## src/rtl/xfer_seq_pkg.sv

```systemverilog
package xfer_seq_pkg;
  localparam int BYTE_W = 8;
  localparam int WORD_W = 2 * BYTE_W;

  typedef enum logic {
    SEL_LEN = 1'b0,
    SEL_CNT = 1'b1
  } cfg_sel_e;
endpackage

```

## src/rtl/xfer_seq_count.sv

```systemverilog
module xfer_seq_count #(
  parameter int LEN_W = 11,
  parameter int CNT_W = LEN_W + 1
) (
  input  logic             clk,
  input  logic             rst,
  input  logic             abort,
  input  logic             wr_len,
  input  logic             wr_cnt,
  input  logic [LEN_W-1:0] wval,
  input  logic             step,
  output logic [CNT_W-1:0] bytes_q,
  output logic [CNT_W-1:0] blocks_q,
  output logic             last_byte,
  output logic             xfer_end
);
  localparam logic [CNT_W-1:0] ONE = CNT_W'(1);

  logic [CNT_W-1:0] len_q;
  logic [CNT_W-1:0] nblk_q;
  logic [CNT_W-1:0] wval_p1;

  assign wval_p1   = CNT_W'(wval) + ONE;
  assign last_byte = (bytes_q == ONE);
  assign xfer_end  = step && last_byte && (blocks_q == ONE);

  always_ff @(posedge clk) begin
    if (rst || abort) begin
      len_q    <= '0;
      nblk_q   <= '0;
      bytes_q  <= '0;
      blocks_q <= '0;
    end else if (wr_len) begin
      len_q   <= wval_p1;
      bytes_q <= wval_p1;
    end else if (wr_cnt) begin
      nblk_q   <= wval_p1;
      blocks_q <= wval_p1;
      bytes_q  <= len_q;
    end else if (step) begin
      if (last_byte) begin
        bytes_q  <= len_q;
        blocks_q <= (blocks_q == ONE) ? nblk_q : blocks_q - ONE;
      end else begin
        bytes_q <= bytes_q - ONE;
      end
    end
  end
endmodule

```

## src/rtl/xfer_seq_pack.sv

```systemverilog
module xfer_seq_pack
  import xfer_seq_pkg::*;
(
  input  logic              clk,
  input  logic              clr,
  input  logic              take,
  input  logic [BYTE_W-1:0] byte_in,
  input  logic              last_byte,
  output logic              half_q,
  output logic              push_q,
  output logic [WORD_W-1:0] word_q
);
  logic [BYTE_W-1:0] low_q;

  always_ff @(posedge clk) begin
    if (clr) begin
      half_q <= 1'b0;
      push_q <= 1'b0;
      low_q  <= '0;
      word_q <= '0;
    end else begin
      push_q <= 1'b0;
      if (take) begin
        if (!half_q) begin
          if (last_byte) begin
            word_q <= {{BYTE_W{1'b0}}, byte_in};
            push_q <= 1'b1;
          end else begin
            low_q  <= byte_in;
            half_q <= 1'b1;
          end
        end else begin
          word_q <= {byte_in, low_q};
          push_q <= 1'b1;
          half_q <= 1'b0;
        end
      end
    end
  end
endmodule

```

## src/rtl/xfer_seq_unpack.sv

```systemverilog
module xfer_seq_unpack (
  input  logic clk,
  input  logic clr,
  input  logic take,
  input  logic last_byte,
  output logic hi_q,
  output logic pop_q
);
  always_ff @(posedge clk) begin
    if (clr) begin
      hi_q  <= 1'b0;
      pop_q <= 1'b0;
    end else begin
      pop_q <= 1'b0;
      if (take) begin
        if (!hi_q && !last_byte) begin
          hi_q <= 1'b1;
        end else begin
          hi_q  <= 1'b0;
          pop_q <= 1'b1;
        end
      end
    end
  end
endmodule

```

## src/rtl/xfer_seq.sv

```systemverilog
module xfer_seq
  import xfer_seq_pkg::*;
#(
  parameter int LEN_W = 11,
  parameter int LVL_W = 6,
  parameter int AF_W  = 5
) (
  input  logic                    clk,
  input  logic                    rst,
  input  logic                    ctl_en,
  input  logic                    soft_rst,
  input  logic                    cfg_we,
  input  logic                    cfg_sel,
  input  logic [LEN_W-1:0]        cfg_wdata,
  input  logic                    xfer_start,
  input  logic                    xfer_rx,
  input  logic [AF_W-1:0]         af_level,
  output logic [LEN_W:0]          bytes_left,
  output logic [LEN_W:0]          blocks_left,
  output logic                    xfer_active,
  output logic                    xfer_done,
  input  logic                    card_rx_valid,
  input  logic [7:0]              card_rx_data,
  output logic                    card_rx_ready,
  output logic                    card_tx_valid,
  output logic [7:0]              card_tx_data,
  input  logic                    card_tx_ready,
  input  logic [LVL_W-1:0]        fifo_level,
  input  logic [15:0]             fifo_rdata,
  output logic                    fifo_wr_en,
  output logic [15:0]             fifo_wdata,
  output logic                    fifo_rd_en
);
  localparam int CNT_W = LEN_W + 1;

  logic abort, cfg_ok, wr_len, wr_cnt, start_ok;
  logic active_q, rx_q, done_q;
  logic rx_take, tx_take, step, last_byte, xfer_end;
  logic rx_half, tx_hi, room;
  logic [CNT_W-1:0] bytes_q, blocks_q;

  assign abort    = !ctl_en || soft_rst;
  assign cfg_ok   = cfg_we && !abort;
  assign wr_len   = cfg_ok && (cfg_sel_e'(cfg_sel) == SEL_LEN);
  assign wr_cnt   = cfg_ok && (cfg_sel_e'(cfg_sel) == SEL_CNT);
  assign start_ok = xfer_start && !abort && !active_q &&
                    (bytes_q != '0) && (blocks_q != '0);

  // Receive side: a new word needs room and no push still in flight.
  assign room          = !fifo_wr_en && (fifo_level <= LVL_W'(af_level));
  assign card_rx_ready = active_q && rx_q && (rx_half || room);
  assign rx_take       = card_rx_ready && card_rx_valid;

  // Transmit side: the head word is valid once no pop is in flight.
  assign card_tx_valid = active_q && !rx_q && !fifo_rd_en && (fifo_level != '0);
  assign card_tx_data  = tx_hi ? fifo_rdata[WORD_W-1:BYTE_W] : fifo_rdata[BYTE_W-1:0];
  assign tx_take       = card_tx_valid && card_tx_ready;

  assign step = rx_take || tx_take;

  xfer_seq_count #(.LEN_W(LEN_W), .CNT_W(CNT_W)) u_count (
    .clk       (clk),
    .rst       (rst),
    .abort     (abort),
    .wr_len    (wr_len),
    .wr_cnt    (wr_cnt),
    .wval      (cfg_wdata),
    .step      (step),
    .bytes_q   (bytes_q),
    .blocks_q  (blocks_q),
    .last_byte (last_byte),
    .xfer_end  (xfer_end)
  );

  xfer_seq_pack u_pack (
    .clk       (clk),
    .clr       (rst || abort || start_ok),
    .take      (rx_take),
    .byte_in   (card_rx_data),
    .last_byte (last_byte),
    .half_q    (rx_half),
    .push_q    (fifo_wr_en),
    .word_q    (fifo_wdata)
  );

  xfer_seq_unpack u_unpack (
    .clk       (clk),
    .clr       (rst || abort || start_ok),
    .take      (tx_take),
    .last_byte (last_byte),
    .hi_q      (tx_hi),
    .pop_q     (fifo_rd_en)
  );

  always_ff @(posedge clk) begin
    if (rst || abort) begin
      active_q <= 1'b0;
      rx_q     <= 1'b0;
      done_q   <= 1'b0;
    end else begin
      done_q <= xfer_end;
      if (start_ok) begin
        active_q <= 1'b1;
        rx_q     <= xfer_rx;
      end else if (xfer_end) begin
        active_q <= 1'b0;
      end
    end
  end

  assign bytes_left  = bytes_q;
  assign blocks_left = blocks_q;
  assign xfer_active = active_q;
  assign xfer_done   = done_q;
endmodule

```

## config.mk

```make
export PLATFORM = sky130hd
export DESIGN_NAME = xfer_seq
export DESIGN_NICKNAME = d
export VERILOG_FILES = /design/src/rtl/xfer_seq_pkg.sv /design/src/rtl/xfer_seq_count.sv /design/src/rtl/xfer_seq_pack.sv /design/src/rtl/xfer_seq_unpack.sv /design/src/rtl/xfer_seq.sv
export SDC_FILE = /design/constraint.sdc
export NUM_CORES = 1
export LEC_CHECK = 0
export CAP_MARGIN = 0
export CORE_MARGIN = 2
export CORE_UTILIZATION = 49
export DETAILED_ROUTE_END_ITERATION = 10
export PLACE_DENSITY = 0.9
export REMOVE_ABC_BUFFERS = 1
export SYNTH_ARGS = -nofsm -noshare
export SYNTH_HDL_FRONTEND = slang
export SYNTH_SLANG_ARGS = --single-unit
```

## constraint.sdc

```tcl
create_clock -name clk -period 3.3 [get_ports clk]
set_clock_uncertainty 0.05 [all_clocks]
set_input_delay 0.99 -clock clk [delete_from_list [all_inputs] [get_ports clk]]
set_output_delay 0.99 -clock clk [all_outputs]
set_load 0.02 [all_outputs]
```

== After elaboration in Yosys (flattened, before gate mapping) ==
Cells that the tools add are included.

* Register bits: 79
* Input port bits: 56
* Output and inout bits: 54

* Add/sub/neg operators: 3
* Magnitude comparators: 1
* Equality and inequality tests: 2
* Muxes and demuxes: 19
* Bitwise gates (word level): 6
* Reduce and logical (&&, ||, !) cells: 45

{| class="wikitable"
|+ Operators with widths
! kind !! count
|-
| two-way mux 12 bit || 8
|-
| two-way mux 16 bit || 2
|-
| == test 12 x 1 -> 1 bit (second input constant) || 2
|-
| nonzero test 12 bit || 2
|-
| subtractor 12 x 1 -> 12 bit (second input constant) || 2
|-
| logical AND 1 bit || 18
|-
| adder 11 x 1 -> 12 bit (second input constant) || 1
|-
| logical NOT 1 bit || 8
|-
| two-way mux 1 bit || 8
|-
| two-way mux 8 bit || 1
|-
| nonzero test 2 bit || 4
|-
| less-or-equal comparator 6 x 5 -> 1 bit || 1
|-
| NOT 1 bit || 6
|-
| AND reduction 3 bit || 2
|-
| nonzero test 6 bit || 1
|-
| logical OR 1 bit || 5
|-
| AND reduction 2 bit || 2
|-
| OR reduction 2 bit || 2
|-
| nonzero test 3 bit || 1
|}

== Longest topological paths before layout ==
* Word-level depth: 10
* Depth in mapped cells: 10
* Depth with buffers taken out: 8

== Modules after synthesis ==
A second synthesis with hierarchy kept.

* Cells, all modules: 500
* Area total of the unflattened synthesis: 4464.3 um2

{| class="wikitable"
|+ By module, submodules not included
! module !! times used !! cells each !! area an instance (um2)
|-
| xfer_seq_count || 1 || 332 || 2751.4
|-
| xfer_seq_pack || 1 || 100 || 1154.9
|-
| xfer_seq || 1 || 61 || 485.5
|-
| xfer_seq_unpack || 1 || 7 || 72.6
|}

== Worst setup path before layout ==
Ideal clock, no wire load.

* Kind: in2out
* From: input af_level[4]
* To: output card_rx_ready
* Arrival: 2146 ps
* Required time: 2260 ps
* Setup slack: 114 ps
* Stages: 7
* Path through: inv_1 ha_1 and4b_1 and3_1 a31oi_1 nor2_1 o211a_1

* Longest elaborated chain between the ends: 4

{| class="wikitable"
|+ RTL lines
! what !! line !! source
|-
| start, declared || xfer_seq.sv:17 || <nowiki>input logic [AF_W-1:0] af_level,</nowiki>
|-
| less-or-equal comparator 6 x 5 -> 1 bit || xfer_seq.sv:50 || <nowiki>assign room = !fifo_wr_en && (fifo_level <= LVL_W'(af_level));</nowiki>
|-
| logical AND 1 bit || xfer_seq.sv:50 ||
|-
| logical OR 1 bit || xfer_seq.sv:51 || <nowiki>assign card_rx_ready = active_q && rx_q && (rx_half || room);</nowiki>
|-
| logical AND 1 bit || xfer_seq.sv:51 ||
|-
| end, declared || xfer_seq.sv:24 || <nowiki>output logic card_rx_ready,</nowiki>
|}

No other way between the ends.

== Worst setup path after layout ==
* From: input af_level[2]
* To: output card_rx_ready

The elaborated chain is that of the path after synthesis.

==> impl_metrics.ini <==
[worst_setup_path]
crit_required_ns = 2.26
reg2reg_depth = 6
reg2reg_slack_ns = 0.80
cp-end-kind = primary output
worstPathMaxFanout = 2
r2r-end = u_pack.word_q[1]$_SDFFE_PP0P_
start_kind = input port
worstPathArrival_ns = 2.25
critical_path_class = input port to primary output
rr_startpoint = u_count.blocks_q[0]$_SDFFE_PP0P_

[pwr]
switching_share_pct = 27.98
ir_drop_uv = 251.9
internal_power_uw = 1381
total_leakage_power_uw = 0.002222
pwr_density_cell_nw_per_um2 = 331.9
seqPwrFrac_pct = 50.0
clkPwrFrac_pct = 36.5
total_power_uw = 1917
pwr-share-comb_pct = 13.4
p_sw_uw = 536.5

[timing]
finalCritPeriodShare_pct = 99.73
slew_headroom_pct = 40.03
max_freq_ghz = 0.3039
hold_violations = 0
rsz0062_at_grt = yes
setup_viol = 0
tightest_slew_ns = 0.8962
finalSetupTns_ns = 0
slew_violations = 0
finalCriticalPeriod_ns = 3.291

[synth]
syn-cell-area_um2 = 4208
ys_seq_area_share_pct = 37.59
syn_inst = 516
ys_seq_elements = 79
synth.avg_cell_area_um2 = 8.155
ys_warn_count = 0
synth_area_leaders = dfxtp_1 38%, a21oi_1 6.7%, nor2_1 5.9%, nand2_1 4.9%, mux2i_1 4.0%
synth.distinct_cells = 62
synth_area_leader_cell = dfxtp_1
synth-edff-count = 0
synthArstFlopShare_pct = 0
synth_top_area_share_pct = 37.59
synthFlopType = dfxtp_1

[clocking]
clk_path_buf_depth = 2
cts.sinks = 79
h-tree-depth = 3
cts_root_buf = clkbuf_8
cts_tree = done
path_clk_slew_ns = 0.09
insertion_delay_ns = 0.36
cts_buffers = 9
cts-hold-fix-buffers = 0

[hold_path]
whs_path_depth = 2
hp-class = flip-flop to flip-flop
worst_hold_path.endpoint = u_count.nblk_q[2]$_SDFFE_PP0P_
hp-start = u_count.nblk_q[2]$_SDFFE_PP0P_

[finish]
nets = 694
final_layout_size_suffix_gt1_share_pct = 13.43
antenna_cells = 0
mostFrequentLayoutCell = clkdlybuf4s50_1
layout_common_cells = 96 x clkdlybuf4s50_1, 79 x dfxtp_1, 66 x nor2_1
syn_to_final_growth_pct = 37.29

[run_status]
status = finished clean

[job]
drv_cap = 0

[floorplanning]
start_util_pct = 50.95
fp.dieH_um = 96.67
io_pins = 110
die_w_um = 96.67
coreArea_um2 = 8258
rows = 33
dieArea_um2 = 9344

[route]
dr.first_iter.drc_count = 397
drt-met1-wl_mm = 5.129
highest_layer = met4
wirelength_mm = 12.22
wl_per_cell_um = 16.56
vias = 4394
postRouteAntennaNets = 0
dr_wl_met3_um = 894
drt_first_pass_iters = 5
vias_per_cell = 5.954
met2_length_mm = 6.017
drc_errors = 0

[placed_design]
dp_hpwl_mm = 8.701
io_buffers = 109
gp_congestion = 0.9012

[grt]
grtUsageTotal_pct = 25.80
grt_pass1_vias = 4162
overflow = 0
grt_pass1_wl_mm = 20.20
grt_max_degree = 29
antenna_found_initial = 0
## metal layers
metal,GRT usage [%],vias to the layer above
li1,-,2095
met4,6.717,0
met2,44.66,211
met3,4.986,23
met5,0,-
met1,32.99,2065
## stage by stage
| step | util [%] | worst slack [ns] | hold slack [ns] | cell area, µm² | cells |
|---|---|---|---|---|---|
| 6_report | 69.95 | 0.008991 | 0.4106 | 5777 | 738 |
| 5_1_grt | 69.95 | -0.04032 | 0.4230 | 5777 | 738 |
| 4_1_cts | 69.83 | -0.01161 | 0.4113 | 5767 | 738 |
| 3_5_place_dp | 66.41 | -0.8970 | 0.3988 | 5484 | 721 |
| 3_3_place_gp | 66.41 | -0.8580 | 0.3893 | 5484 | 721 |
| 2_1_floorplan | - | 0.1139 | 0.3832 | 4061 | 487 |
## flip-flops by register name (all words and copies together) (netlist names), 8 cells and up
signal / count
u_count.bytes_q: 12
u_pack.word_q: 16
u_count.blocks_q: 12
u_count.nblk_q: 12
u_count.len_q: 12
u_pack.low_q: 8
## final cells by class
type	count	area, µm²
clock buffer	9	123.9
clock inverter	7	65.06
fill	641	2481
inverter	12	50.05
multi-input combinational	396	2527
sequential	79	1582
tap	105	131.4
timing repair buffer	130	1297
## power groups by stage
stage	clock (µW)	sequential, µW	combinational [µW]
2_1_floorplan	0	983	105
3_3_place_gp	0	981	231
3_5_place_dp	0	981	239
4_1_cts	713	959	255
5_1_grt	747	960	278
6_report	701	959	258
## worst max-delay path: stages
cell	delay, ns
buf_6	0.09
inv_2	0.05
ha_4	0.18
and4b_1	0.23
and3_4	0.18
a31oi_4	0.13
nor2_1	0.05
o211a_1	0.22
buf_6	0.13
## worst max-delay path by stage
stage                 from       endpoint  slack, ns  cells after the start
2_1_floorplan  af_level[4]  card_rx_ready       0.11                      7
3_3_place_gp   af_level[4]  card_rx_ready      -0.86                      9
3_5_place_dp   af_level[4]  card_rx_ready      -0.90                      9
4_1_cts        af_level[4]  card_rx_ready      -0.01                      9
5_1_grt        af_level[3]  card_rx_ready      -0.04                      9
6_report       af_level[2]  card_rx_ready      0.009                      9
## synth_stat cells (4+ instances only)
| library cell | count |
|---|---|
| a21oi_1 | 56 |
| dfxtp_1 | 79 |
| inv_1 | 12 |
| nor2_1 | 66 |
| nor4_1 | 4 |
| a31oi_1 | 9 |
| mux2i_1 | 17 |
| nand2_1 | 55 |
| xor2_1 | 10 |
| clkbuf_1 | 22 |
| and3_1 | 6 |
| nand3_1 | 7 |
| o21ai_0 | 31 |
| and2_1 | 4 |
| nor3b_1 | 4 |
| a22oi_1 | 12 |
| ha_1 | 10 |
| o211ai_1 | 7 |
| mux2_2 | 8 |
| a211oi_1 | 10 |
| nor3_1 | 12 |
| or4_1 | 4 |
| nand4_1 | 6 |
| xnor2_1 | 11 |
## kinds of logic (layout without fill, tap and decap cells)
| family | after synthesis | after routing | synth area share [%] |
|---|---|---|---|
| XOR/XNOR | 21 | 21 | 4.371 |
| adder cells (fa/ha/maj) | 10 | 10 | 2.974 |
| flip-flops | 79 | 79 | 37.59 |
| multiplexers | 25 | 25 | 6.185 |
| AO/OA/AOI/OAI | 151 | 151 | 22.63 |
| AND/OR/NAND/NOR | 189 | 189 | 21.71 |
| buffers and inverters | 41 | 158 | 4.549 |
## repair_timing
action	in CTS	in global routing
endpoints found under the hold margin	0	0
resized for setup	68	4
endpoints found under the setup margin	2	2
pin swaps	10	4
setup buffers	1	0
(Power assumes the default switching activity.)
